[src/rtl/pwd_gate.sv]
module pwd_gate #(
  parameter int AW       = 11,
  parameter int PW_BASE  = 80,
  parameter int PW_LEN   = 16,
  parameter int CNT_BASE = 96,
  parameter int CNT_LEN  = 16,
  parameter int TRY_LEN  = 8
) (
  input  logic          clk,
  input  logic          rst_n,
  input  logic          op_valid_i,
  input  logic [1:0]    op_i,
  input  logic [AW-1:0] addr_i,
  input  logic          host_bit_i,
  input  logic          mem_bit_i,
  output logic          sv_o,
  output logic          confirm_o,
  output logic          lock_o,
  output logic          wr_req_o,
  output logic          er_req_o
);
  localparam int IW = $clog2(PW_LEN + 1);
  localparam logic [AW-1:0] PW_FIRST  = AW'(PW_BASE);
  localparam logic [AW-1:0] CNT_FIRST = AW'(CNT_BASE);
  localparam logic [AW-1:0] CNT_LAST  = AW'(CNT_BASE + CNT_LEN - 1);
  localparam logic [AW-1:0] TRY_LAST  = AW'(CNT_BASE + TRY_LEN - 1);
  localparam logic [IW-1:0] IDX_LAST  = IW'(PW_LEN - 1);

  localparam logic [1:0] OP_INC = 2'd0;
  localparam logic [1:0] OP_CMP = 2'd1;
  localparam logic [1:0] OP_WR  = 2'd2;
  localparam logic [1:0] OP_ER  = 2'd3;

  typedef enum logic [1:0] {S_IDLE, S_CMP, S_WAIT_WR, S_WAIT_ER} st_t;

  st_t                st_q;
  logic [IW-1:0]      idx_q;
  logic               miss_q;
  logic [AW-1:0]      slot_q;
  logic               sv_q;
  logic               conf_q;
  logic [TRY_LEN-1:0] seen_q;

  wire in_try = (addr_i >= CNT_FIRST) && (addr_i <= TRY_LAST);
  wire in_cnt = (addr_i >= CNT_FIRST) && (addr_i <= CNT_LAST);
  wire is_inc = op_valid_i && (op_i == OP_INC);
  wire is_cmp = op_valid_i && (op_i == OP_CMP);
  wire is_wr  = op_valid_i && (op_i == OP_WR);
  wire is_er  = op_valid_i && (op_i == OP_ER);
  wire diff   = host_bit_i ^ mem_bit_i;

  wire cmp_start = is_cmp && (addr_i == PW_FIRST);
  wire cmp_next  = (st_q == S_CMP) && is_cmp && (addr_i == PW_FIRST + AW'(idx_q));
  wire wr_ok     = (st_q == S_WAIT_WR) && is_wr && in_try && mem_bit_i && !lock_o;
  wire finish    = (st_q == S_WAIT_ER) && is_er && (addr_i == slot_q);

  assign wr_req_o  = wr_ok;
  assign er_req_o  = is_er && in_cnt && (sv_q || (finish && !miss_q));
  assign sv_o      = sv_q;
  assign confirm_o = conf_q;
  assign lock_o    = &seen_q;

  always_ff @(posedge clk) begin
    if (!rst_n) begin
      st_q   <= S_IDLE;
      idx_q  <= '0;
      miss_q <= 1'b0;
      slot_q <= '0;
      sv_q   <= 1'b0;
      conf_q <= 1'b0;
    end else if (op_valid_i) begin
      conf_q <= 1'b0;
      if (cmp_start) begin
        st_q   <= (PW_LEN == 1) ? S_WAIT_WR : S_CMP;
        idx_q  <= IW'(1);
        miss_q <= diff;
      end else begin
        case (st_q)
          S_CMP: begin
            if (cmp_next) begin
              miss_q <= miss_q | diff;
              idx_q  <= idx_q + IW'(1);
              if (idx_q == IDX_LAST) st_q <= S_WAIT_WR;
            end else begin
              st_q <= S_IDLE;
            end
          end
          S_WAIT_WR: begin
            if (wr_ok) begin
              st_q   <= S_WAIT_ER;
              slot_q <= addr_i;
            end else if (!(is_inc && in_try)) begin
              st_q <= S_IDLE;
            end
          end
          S_WAIT_ER: begin
            st_q <= S_IDLE;
            if (finish && !miss_q) begin
              sv_q   <= 1'b1;
              conf_q <= 1'b1;
            end
          end
          default: st_q <= S_IDLE;
        endcase
      end
    end
  end

  always_ff @(posedge clk) begin
    if (!rst_n) begin
      seen_q <= '0;
    end else if (er_req_o) begin
      seen_q <= '0;
    end else if (op_valid_i) begin
      for (int i = 0; i < TRY_LEN; i++) begin
        if (addr_i == AW'(CNT_BASE + i)) seen_q[i] <= wr_req_o | ~mem_bit_i;
      end
    end
  end


  sv_sticky_chk: assert property (@(posedge clk) disable iff (!rst_n)
    sv_q |=> sv_q);


  erase_needs_sv_chk: assert property (@(posedge clk) disable iff (!rst_n)
    er_req_o |=> sv_q);


  confirm_with_sv_chk: assert property (@(posedge clk) disable iff (!rst_n)
    $rose(conf_q) |-> sv_q);


  single_write_chk: assert property (@(posedge clk) disable iff (!rst_n)
    wr_req_o |=> !wr_req_o);


  lock_hold_chk: assert property (@(posedge clk) disable iff (!rst_n)
    (lock_o && !er_req_o) |=> lock_o);
endmodule

[config.mk]
export PLATFORM = sky130hd
export DESIGN_NAME = pwd_gate
export DESIGN_NICKNAME = d
export VERILOG_FILES = /design/src/rtl/pwd_gate.sv
export SDC_FILE = /design/constraint.sdc
export NUM_CORES = 1
export LEC_CHECK = 0
export BUFFER_PORTS_ARGS = -buffer_cell sky130_fd_sc_hd__clkbuf_2
export CAP_MARGIN = 20
export CORE_MARGIN = 4
export CORE_UTILIZATION = 36
export DETAILED_ROUTE_END_ITERATION = 12
export SLEW_MARGIN = 20
export SYNTH_ARGS = -nofsm -noshare
export SYNTH_HDL_FRONTEND = slang
export SYNTH_SLANG_ARGS = --single-unit
[constraint.sdc]
create_clock -name clk -period 2.51 [get_ports clk]
set_input_delay 0.3765 -clock clk [delete_from_list [all_inputs] [get_ports clk]]
set_output_delay 0.3765 -clock clk [all_outputs]
set_load 0.005 [all_outputs]
# After elaboration in Yosys (flattened, before gate mapping)
# Cells that the tools add are included.
# classes
muxes	15
bitwise	6
add_sub_neg	2
magnitude_cmp	3
n_eq_ne	20
reduce_logical	39
# op_table
operator	n
== test 11 x 7 -> 1 bit (second input constant)	9
less-or-equal comparator 11 x 7 -> 1 bit (second input constant)	2
logical AND 1 bit	19
AND reduction 2 bit	8
two-way mux 5 bit	3
== test 11 bit	1
== test 11 x 8 -> 1 bit	1
>= comparator 11 x 7 -> 1 bit (second input constant)	1
two-way mux 2 bit	5
adder 7 x 5 -> 8 bit (first input constant)	1
== test 2 bit (second input constant)	4
AND reduction 4 bit	2
AND reduction 8 bit	1
two-way mux 1 bit	6
AND reduction 3 bit	2
adder 5 x 1 -> 5 bit (second input constant)	1
== test 5 x 4 -> 1 bit (second input constant)	1
== test 2 x 1 -> 1 bit (second input constant)	2
!= test 4 x 3 -> 1 bit (second input constant)	1
!= test 4 bit (second input constant)	1
one-hot mux 2 bit (2 select lines)	1
nonzero test 2 bit	2
NOT 1 bit	3
zero test 1 bit	2
other kinds (5)	6
# word_totals
register_bits	29
inputBits	18
output_inout_bits	5
wordCells	99

# Depth between registers and ports, before layout
# Gate-level depths: netlist of run 1.
# logic_depth
word_depth	9
depth_mapped	8
ltp_nobuf	7

# Worst setup path after synthesis of run 1
# OpenSTA, ideal clock, no wires.
# synth_timing
kind	input-to-output
from	input port addr_i[8]
to	output port wr_req_o
arrival_time_ns	1.588
cell_stages	5
path_slack_ns	0.545
n_path_buf	1
t_required_ns	2.134
cell_sequence	nor4b_4 > nand4_2 > or4_4 > buf_6 > clkinv_2
# synth_between
elab_chain_cells	5
word_cells_on_any_way	6
classes_between	2 x order compare; 4 x reduce/logical
# synth_rtl
element	line_no	rtl
start: declaration	13	input logic [AW-1:0] addr_i,
>= comparator 11 x 7 -> 1 bit or less-or-equal comparator 11 x 7 -> 1 bit (tied branches)	44	wire in_try = (addr_i >= CNT_FIRST) && (addr_i <= TRY_LAST);
logical AND 1 bit *	44	
logical AND 1 bit * (3 in series)	54	wire wr_ok = (st_q == S_WAIT_WR) && is_wr && in_try && mem_bit_i && !lock_o;
end: declaration	19	output logic wr_req_o,
# Mark *: on every way between the ends. The rest lies on a longest branch, timed or not.

# Worst setup path after layout of run 1
# layout_timing
from	input port addr_i[3]
to	output port wr_req_o
# The elaborated chain is that of the path after synthesis.

==> reports/qor.yml, run 1 <==
clocking:
  clk_latency_ns: 0.29
  post_cts_resize_count: 0
  hold_buffers: 0
  h-tree-depth: 2
  cts_num_sinks: 29
  cts_buffers: 5
  path_clk_slew_ns: 0.06
  clockBufferDepth: 2
  cts-root-buf: "clkbuf_8"
  cts_tree: "done"
  cts_setup_buffers: 0
route:
  via_per_inst: 5.23
  postRouteAntennaNets: 0
  firstDrtPassIters: 4
  post-route-drc-count: 0
  wire_per_inst_um: 14.2
  drt_iter0_markers: 85
  vias: 1360
  drt_wl_total_mm: 3.70
setup_path:
  crit_family: "simple AND/OR/NAND/NOR gates"
  end_kind: "output port"
  worstSetupPathType: "input pin to output port"
  cpMaxStageDelayCell: "or4_4"
  worstPathArrival_ns: 1.96
  crit_path_max_incr_delay_ns: 0.63
  reg2reg_from: "idx_q[4]"
  cp_max_fo: 8
  crit_top_cell: "clkbuf_2"
  worst-path-buf-inv: 3
  critPathLaunchType: "input pin"
  required_ns: 2.13
  crit_path_start: "addr_i[3]"
  crit_chain: "clkbuf_2 -> nor4b_4 -> nand4_2 -> or4_4 -> clkinv_2 -> clkbuf_2"
floorplan:
  start_util_pct: 37.2
  num_rows: 24
  die-height_um: 74.8
  die_w_um: 74.8
  core_sq_um: 4320
  die-area_sq_um: 5600
  io_pins: 23
synth:
  async_flop_share_pct: 0
  netlist_area_sq_um: 1610
  syn_inst: 179
  synth-edff-count: 0
  ys_types: 42
  ys_warn_count: 0
  syn_nets: 202
  ys_seq_area_share_pct: 36.1
  ys_ff_latch: 29
  synthFlopType: "dfxtp_1"
  syn_avg_cell_area_sq_um: 8.98
final_layout:
  drive_above_1_share_pct: 20.7
  finish.instance_area_sq_um: 1920
  fin_cells: 260
  layout.nets: 230
  final_core_util_pct: 44.3
  layout_commonest_cell: "dfxtp_1"
  diodes: 0
  mostFrequentLayoutCells: "29 x dfxtp_1, 22 x clkbuf_2, 15 x nor2_1, 12 x xor2_1, 12 x mux2i_1"
  area_delta_synth_final_pct: 19.2
pwr:
  netSwitchingPower_uw: 240
  p_comb_share_pct: 7.5
  power.share.clock_pct: 48.8
  ir_worst_vdd_mv: 0.314
  finalPower_mw: 1.05
  p_leak_nw: 0.801
  power_density_nw_per_um2: 551
  p_int_uw: 815
  swShare_pct: 22.7
  seqPwrFrac_pct: 43.6
sta:
  finalSetupTns_ns: 0
  fin_worst_skew_ns: 0.0115
  rsz0062_at_grt: "no"
  relSlewSlack_pct: 71.3
  fmax_mhz: 428
  worst_slew_pin_slew_ns: 0.430
  final.period_utilization_pct: 93.1
  whs_ns: 0.431
  layout_setup_ws_ns: 0.173
  slew_violations: 0
  finalSetupViolCount: 0
  hold_viol: 0
  finalWorstPathRequiredPeriod_ns: 2.34
outcome:
  outcome: "finished, final reports clean"
placement:
  io_buffers: 22
  place_inst: 252
  gp_congestion: 0.794
  postPlaceCellArea_sq_um: 1800
  dp.final_hpwl_mm: 2.89
  dpl_worst_slack_ns: 0.172
global_route:
  grt_pass1_wl_mm: 6.51
  grt-ovfl-total: 0
  grtUsageTotal_pct: 15.4
  antenna_found_initial: 0
  grt_pass1_vias: 1364
  grt_max_degree: 24
worst_hold_path:
  worstHoldPathType: "input pin to register"
  hp-start: "host_bit_i"
job:
  maxCapViolCount: 0
power groups by stage:
stage,Sequential [mW],Clock [mW],Combinational [mW]
floorplan,0.471,0,0.0406
global placement,0.471,0,0.0799
detailed placement,0.471,0,0.0794
CTS,0.460,0.526,0.0800
global route,0.460,0.545,0.0893
finish,0.460,0.515,0.0795
cell type report:
class                   count  area [sq um]
clock buffers               6          82.6
clock inverters             2          37.5
fillers                   437          2410
inverters                   6          23.8
multi-input cells         136           963
flip-flops and latches     29           581
well taps                  52          65.1
repair buffers             29           163
flip-flops by register name, indices dropped and copies added (netlist names):
| register | count |
|---|---|
| miss_q | 1 |
| seen_q | 8 |
| confirm_o | 1 |
| st_q | 2 |
| idx_q | 5 |
| sv_o | 1 |
| slot_q | 11 |
metal layers:
layer | GRT usage (%) | vias up | routed length [um]
li1 | - | 701 | -
met1 | 19.5 | 629 | 1740
met2 | 25.1 | 24 | 1760
met3 | 3.34 | 6 | 134
met4 | 6.72 | 0 | 66
met5 | 0 | - | 0
cell families (layout without fill, tap and decap cells):
kind of cell / Yosys count / in the layout / synth area share, %
AO/OA/AOI/OAI: 22 / 22 / 9.50
buffers and inverters: 14 / 43 / 3.89
AND/OR/NAND/NOR: 80 / 80 / 29.8
multiplexers: 12 / 12 / 7.48
XOR/XNOR: 17 / 17 / 9.27
flip-flops: 29 / 29 / 36.1
adder cells (fa/ha/maj): 5 / 5 / 3.89
path summary, 6_finish.rpt:
kind / to / slack [ns] / cells after the start
worst max-delay path: wr_req_o / 0.17 / 6
worst max register to register: idx_q[3] / 0.72 / 5
worst min-delay path: miss_q / 0.43 / 4
worst min register to register: confirm_o / 0.48 / 2
worst min-delay path: stages:
cell      delay (ns)
clkbuf_2        0.08
xor2_1          0.06
o21ai_0         0.07
a21boi_0        0.07
synthesized netlist by cell type, drive strengths merged, types with 2 or more instances:
| cell | count | area share (%) |
|---|---|---|
| dfxtp | 29 | 36 |
| nor2 | 15 | 3.5 |
| mux2i | 12 | 7.5 |
| xor2 | 12 | 6.5 |
| and3 | 8 | 3.1 |
| nand2 | 8 | 1.9 |
| nand3 | 7 | 2.2 |
| nor3 | 7 | 2.2 |
| clkbuf | 6 | 1.5 |
| o21ai | 6 | 1.9 |
| ha | 5 | 3.9 |
| inv | 5 | 1.2 |
| nand4 | 5 | 2.3 |
| nor2b | 5 | 1.9 |
| nor4b | 5 | 3.7 |
| o21a | 5 | 2.3 |
| xnor2 | 5 | 2.7 |
| nor4 | 4 | 1.6 |
| nand2b | 3 | 1.2 |
| nand4b | 3 | 1.6 |
| or3 | 3 | 1.2 |
| a21boi | 2 | 0.93 |
| a31oi | 2 | 0.78 |
| buf | 2 | 0.93 |
| nor3b | 2 | 0.93 |
No activity file was read; power rests on OpenSTA's default activity.
==> run 2, diff against run 1 <==
- RECOVER_POWER: not set -> 25
==> reports/qor.yml, run 2 (synthesized netlist as in run 1, its figures left out) <==
outcome:
  outcome: "finished, final reports clean"
route:
  postRouteAntennaNets: 0  # unchanged
  post-route-drc-count: 0  # unchanged
  vias: 1332  # -2.1%
  drt_iter0_markers: 87  # +2.4%
  firstDrtPassIters: 4  # unchanged
  wire_per_inst_um: 14.2  # +0.19%
  via_per_inst: 5.12  # -2.1%
  drt_wl_total_mm: 3.70  # +0.19%
worst_hold_path:
  whs_path_depth: 4  # unchanged
  hp-start: "host_bit_i"
  min_to: "miss_q"
  worstHoldPathType: "input pin to register"
setup_path:
  end_kind: "output port"
  worst-path-buf-inv: 3  # unchanged
  cpMaxStageDelayCell: "or4_4"
  r2r_setup_slack_ns: 0.71  # about the same
  crit_chain: "clkbuf_2 -> nor4b_4 -> nand4_2 -> or4_4 -> clkinv_2 -> clkbuf_2"
  crit_top_cell: "clkbuf_2"
  cp_max_fo: 8  # unchanged
  required_ns: 2.13  # about the same
  reg2reg_from: "idx_q[4]"
  crit_path_max_incr_delay_ns: 0.63  # about the same
  crit_path_start: "addr_i[3]"
  reg2regPathDepth: 5  # unchanged
  critPathLaunchType: "input pin"
  worstPathArrival_ns: 1.96  # about the same
  crit_family: "simple AND/OR/NAND/NOR gates"
  path_depth: 6  # unchanged
  worstSetupPathType: "input pin to output port"
  r2r-end: "idx_q[3]"
sta:
  finalSetupTns_ns: 0  # unchanged
  whs_ns: 0.429  # -0.00222 ns
  finalSetupViolCount: 0  # unchanged
  layout_setup_ws_ns: 0.173  # +0.000372 ns
  worst_slew_pin_slew_ns: 0.440  # +0.00970 ns
  final.period_utilization_pct: 93.1  # about the same
  rsz0062_at_grt: "no"
  finalWorstPathRequiredPeriod_ns: 2.34  # -0.000372 ns
  fin_worst_skew_ns: 0.0107  # -0.000869 ns
  slew_violations: 0  # unchanged
  relSlewSlack_pct: 70.7  # -0.65 points
  fmax_mhz: 428  # about the same
  hold_viol: 0  # unchanged
final_layout:
  layout.nets: 230  # unchanged
  multi_input_area_sq_um: 963  # unchanged
  seq_area_sq_um: 581  # unchanged
  top_regs: "slot_q: 11 flops, seen_q: 8 flops, idx_q: 5 flops"
  layout_commonest_cell: "dfxtp_1"
  fillCellCount: 439  # +0.46%
  area_delta_synth_final_pct: 19.0
  largest_reg_flops: 11  # unchanged
  final_core_util_pct: 44.2  # -0.087 points
  diodes: 0  # unchanged
  largest_register: "slot_q"
  mostFrequentLayoutCells: "29 x dfxtp_1, 22 x clkbuf_2, 15 x nor2_1, 12 x xor2_1, 12 x mux2i_1"
  drive_above_1_share_pct: 20.2  # -0.48 points
job:
  maxCapViolCount: 0  # unchanged
pwr:
  p_leak_nw: 0.797  # -0.50%
  power_density_nw_per_um2: 552  # +0.20%
  finalPower_mw: 1.05  # about the same
  ir_worst_vdd_mv: 0.313  # about the same
clocking:
  post_cts_resize_count: 0  # unchanged
  path_clk_slew_ns: 0.06  # about the same
  clockBufferDepth: 2  # unchanged
  cts-root-buf: "clkbuf_8"
  cts_buffers: 5  # unchanged
  hold_buffers: 0  # unchanged
  clk_latency_ns: 0.29  # about the same
  cts_setup_buffers: 0  # unchanged
  h-tree-depth: 2  # unchanged
  cts_tree: "done"
  cts_num_sinks: 29  # unchanged
placement:
  gp_congestion: 0.794  # unchanged
  dp.final_hpwl_mm: 2.89  # unchanged
  io_buffers: 22  # unchanged
  dpl_worst_slack_ns: 0.172  # unchanged
global_route:
  grt_pass1_vias: 1364  # unchanged
  grt_max_degree: 24  # unchanged
  grt-ovfl-total: 0  # unchanged
  grtUsageTotal_pct: 15.4  # unchanged
  antenna_found_initial: 0  # unchanged
  grt_pass1_wl_mm: 6.51  # unchanged
floorplan:
  num_rows: 24  # unchanged
  core_sq_um: 4320  # unchanged
  die_w_um: 74.8  # unchanged
  die-height_um: 74.8  # unchanged
  start_util_pct: 37.2  # unchanged
  io_pins: 23  # unchanged
  die-area_sq_um: 5600  # unchanged
==> run 2: cell types whose count changed in the layout (fill, tap and decap cells not counted) <==
| cell | delta |
|---|---|
| clkbuf_1 | +1 |
| and2_1 | -1 |
| and2_0 | +1 |
| buf_4 | -1 |
==> run 2: layer usage <==
| layer | up-vias | track usage (%) | part of all wire, % |
|---|---|---|---|
| met4 | 0 | 6.72 | 1.8 |
| met1 | 610 | 19.5 | 48 |
| met2 | 17 | 25.1 | 47 |
| met5 | - | 0 | 0 |
| met3 | 6 | 3.34 | 2.8 |
| li1 | 699 | - | - |
==> run 2: area by class of cell <==
| type | count | share of cell area, % |
|---|---|---|
| clock buffers | 6 | 4.32 |
| clock inverters | 2 | 1.96 |
| inverters | 6 | 1.24 |
| multi-input cells | 136 | 50.4 |
| flip-flops and latches | 29 | 30.4 |
| well taps | 52 | 3.40 |
| repair buffers | 29 | 8.31 |
==> run 2: report_power, final <==
group	internal (mW)	switching, mW	total [mW]
clock network	0.322	0.193	0.515
registers	0.460	0.0000408	0.460
logic	0.0325	0.0470	0.0794
==> run 2: worst max path at each step <==
stage	slack, ns	endpoint
finish	0.17	wr_req_o
global route	0.07	wr_req_o
CTS	0.17	wr_req_o
detailed placement	0.17	wr_req_o
global placement	0.21	wr_req_o
floorplan	0.55	wr_req_o
==> run 2: per-stage QoR <==
stage                     cells  instance area (sq um)
after CTS                   260                   1920
after global placement      252                   1800
after detailed placement    252                   1800
final                       260                   1910
after global routing        260                   1910
after floorplan             179                   1610
==> run 2: worst min-delay path: stages <==
cell	delay (ns)
clkbuf_2	0.08
xor2_1	0.06
o21ai_0	0.07
a21boi_0	0.07
==> run 3, diff against run 2 <==
- clock period: 2.51 -> 2.91 ns (I/O delays scaled with it)
==> reports/qor.yml, run 3 (synthesized netlist as in run 1, its figures left out) <==
floorplan:
  die-height_um: 74.8  # unchanged
  die-area_sq_um: 5600  # unchanged
  num_rows: 24  # unchanged
  core_sq_um: 4320  # unchanged
  start_util_pct: 37.2  # unchanged
  io_pins: 23  # unchanged
  die_w_um: 74.8  # unchanged
global_route:
  grtUsageTotal_pct: 15.3  # -0.083 points
  grt-ovfl-total: 0  # unchanged
  grt_max_degree: 24  # unchanged
  grt_pass1_wl_mm: 6.29  # -3.3%
  grt_pass1_vias: 1254  # -8.1%
  antenna_found_initial: 0  # unchanged
setup_path:
  r2r_setup_slack_ns: 1.05  # +0.34 ns
  end_kind: "output port"
  r2r-end: "seen_q[2]"
  cp_max_fo: 8  # unchanged
  worstSetupPathType: "input pin to output port"
  worstPathArrival_ns: 2.03  # +0.07 ns
  cpMaxStageDelayCell: "or4_4"
  critPathLaunchType: "input pin"
  crit_chain: "clkbuf_2 -> nor4b_4 -> nand4_2 -> or4_4 -> clkinv_2 -> clkbuf_2"
  crit_top_cell: "clkbuf_2"
  required_ns: 2.47  # +0.34 ns
  crit_path_start: "addr_i[3]"
  crit_path_max_incr_delay_ns: 0.63  # about the same
  reg2regPathDepth: 6  # +1
  critical_path.endpoint: "wr_req_o"
  reg2reg_from: "slot_q[2]"
final_layout:
  drive_above_1_share_pct: 18.4  # -1.7 points
  mostFrequentLayoutCells: "29 x dfxtp_1, 20 x clkbuf_2, 15 x nor2_1, 12 x xor2_1, 12 x mux2i_1"
  diodes: 0  # unchanged
  top_regs: "slot_q: 11 flops, seen_q: 8 flops, idx_q: 5 flops"
  layout_commonest_cell: "dfxtp_1"
  largest_register: "slot_q"
  largest_reg_flops: 11  # unchanged
  layout.nets: 228  # -0.87%
  fillCellCount: 466  # +6.2%
  area_delta_synth_final_pct: 16.7
outcome:
  outcome: "finished, final reports clean"
placement:
  dp.final_hpwl_mm: 3.00  # +3.9%
  dpl_worst_slack_ns: 0.464  # +0.293 ns
  io_buffers: 22  # unchanged
  gp_congestion: 0.825  # +4.0%
job:
  maxCapViolCount: 0  # unchanged
route:
  vias: 1348  # +1.2%
  wire_per_inst_um: 14.6  # +2.5%
  firstDrtPassIters: 4  # unchanged
  drt_wl_total_mm: 3.77  # +1.7%
  postRouteAntennaNets: 0  # unchanged
  drt_iter0_markers: 55  # -37%
  post-route-drc-count: 0  # unchanged
  via_per_inst: 5.22  # +2.0%
clocking:
  clk_latency_ns: 0.28  # about the same
  clockBufferDepth: 2  # unchanged
  h-tree-depth: 2  # unchanged
  cts_setup_buffers: 0  # unchanged
  cts_num_sinks: 29  # unchanged
  path_clk_slew_ns: 0.06  # about the same
  post_cts_resize_count: 0  # unchanged
  cts_tree: "done"
  cts_buffers: 5  # unchanged
  cts-root-buf: "clkbuf_8"
  hold_buffers: 0  # unchanged
sta:
  fmax_mhz: 406
  fin_worst_skew_ns: 0.00331  # -0.00735 ns
  finalSetupTns_ns: 0  # unchanged
  rsz0062_at_grt: "no"
  finalWorstPathRequiredPeriod_ns: 2.46
  layout_setup_ws_ns: 0.447  # +0.274 ns
  hold_viol: 0  # unchanged
  slew_violations: 0  # unchanged
  finalSetupViolCount: 0  # unchanged
  relSlewSlack_pct: 60.0  # -11 points
  final.period_utilization_pct: 84.6
  worst_slew_pin_slew_ns: 0.595  # +0.155 ns
pwr:
  ir_worst_vdd_mv: 0.294  # -6.4%
  power_density_nw_per_um2: 447  # -19%
  p_leak_nw: 0.777  # -2.4%
worst_hold_path:
  worstHoldPathType: "register to register"
-- run 3: where the power goes --
group          internal (mW)  total, mW  switching [mW]  leakage [nW]
clock                  0.213      0.373           0.159        0.0542
combinational         0.0271     0.0683          0.0412         0.490
sequential             0.397      0.397       0.0000337         0.233
total                  0.637      0.838           0.200         0.777
-- run 3: how the worst min path moves through the flow --
stage / start / end / depth (start not counted)
floorplan: miss_q / miss_q / 2
global placement: confirm_o / confirm_o / 2
detailed placement: confirm_o / confirm_o / 2
CTS: confirm_o / confirm_o / 2
global route: confirm_o / confirm_o / 2
finish: confirm_o / confirm_o / 2
-- run 3: metal layers --
metal / vias up / GRT usage (%) / wire, um
met2: 14 / 24.1 / 1790
met3: 6 / 4.14 / 127
met4: 0 / 5.93 / 63
met1: 631 / 19.9 / 1790
li1: 697 / - / -
met5: - / 0 / 0
-- run 3: critical path, delay by kind of cell --
kind | cells | cell delay [ns]
buf+inv | 3 | 0.42
simple gates | 3 | 1.17
-- run 3: final cells by class --
cell class | count | area (sq um) | share of cell area [%]
sequential | 29 | 581 | 31.0
tap | 52 | 65.1 | 3.47
inverter | 6 | 23.8 | 1.27
clock inverter | 1 | 5.00 | 0.267
timing repair buffer | 27 | 141 | 7.54
clock buffer | 7 | 96.3 | 5.14
multi-input combinational | 136 | 963 | 51.4
-- run 3: stage by stage --
step | utilization [%] | total power, mW | instances | area, sq um | hold slack, ns
after global placement | 41.2 | 0.475 | 250 | 1780 | 0.472
after CTS | 43.5 | 0.851 | 258 | 1880 | 0.491
after detailed placement | 41.2 | 0.475 | 250 | 1780 | 0.482
final | 43.4 | 0.838 | 258 | 1880 | 0.485
after floorplan | - | 0.441 | 179 | 1610 | 0.441
after global routing | 43.4 | 0.873 | 258 | 1880 | 0.502
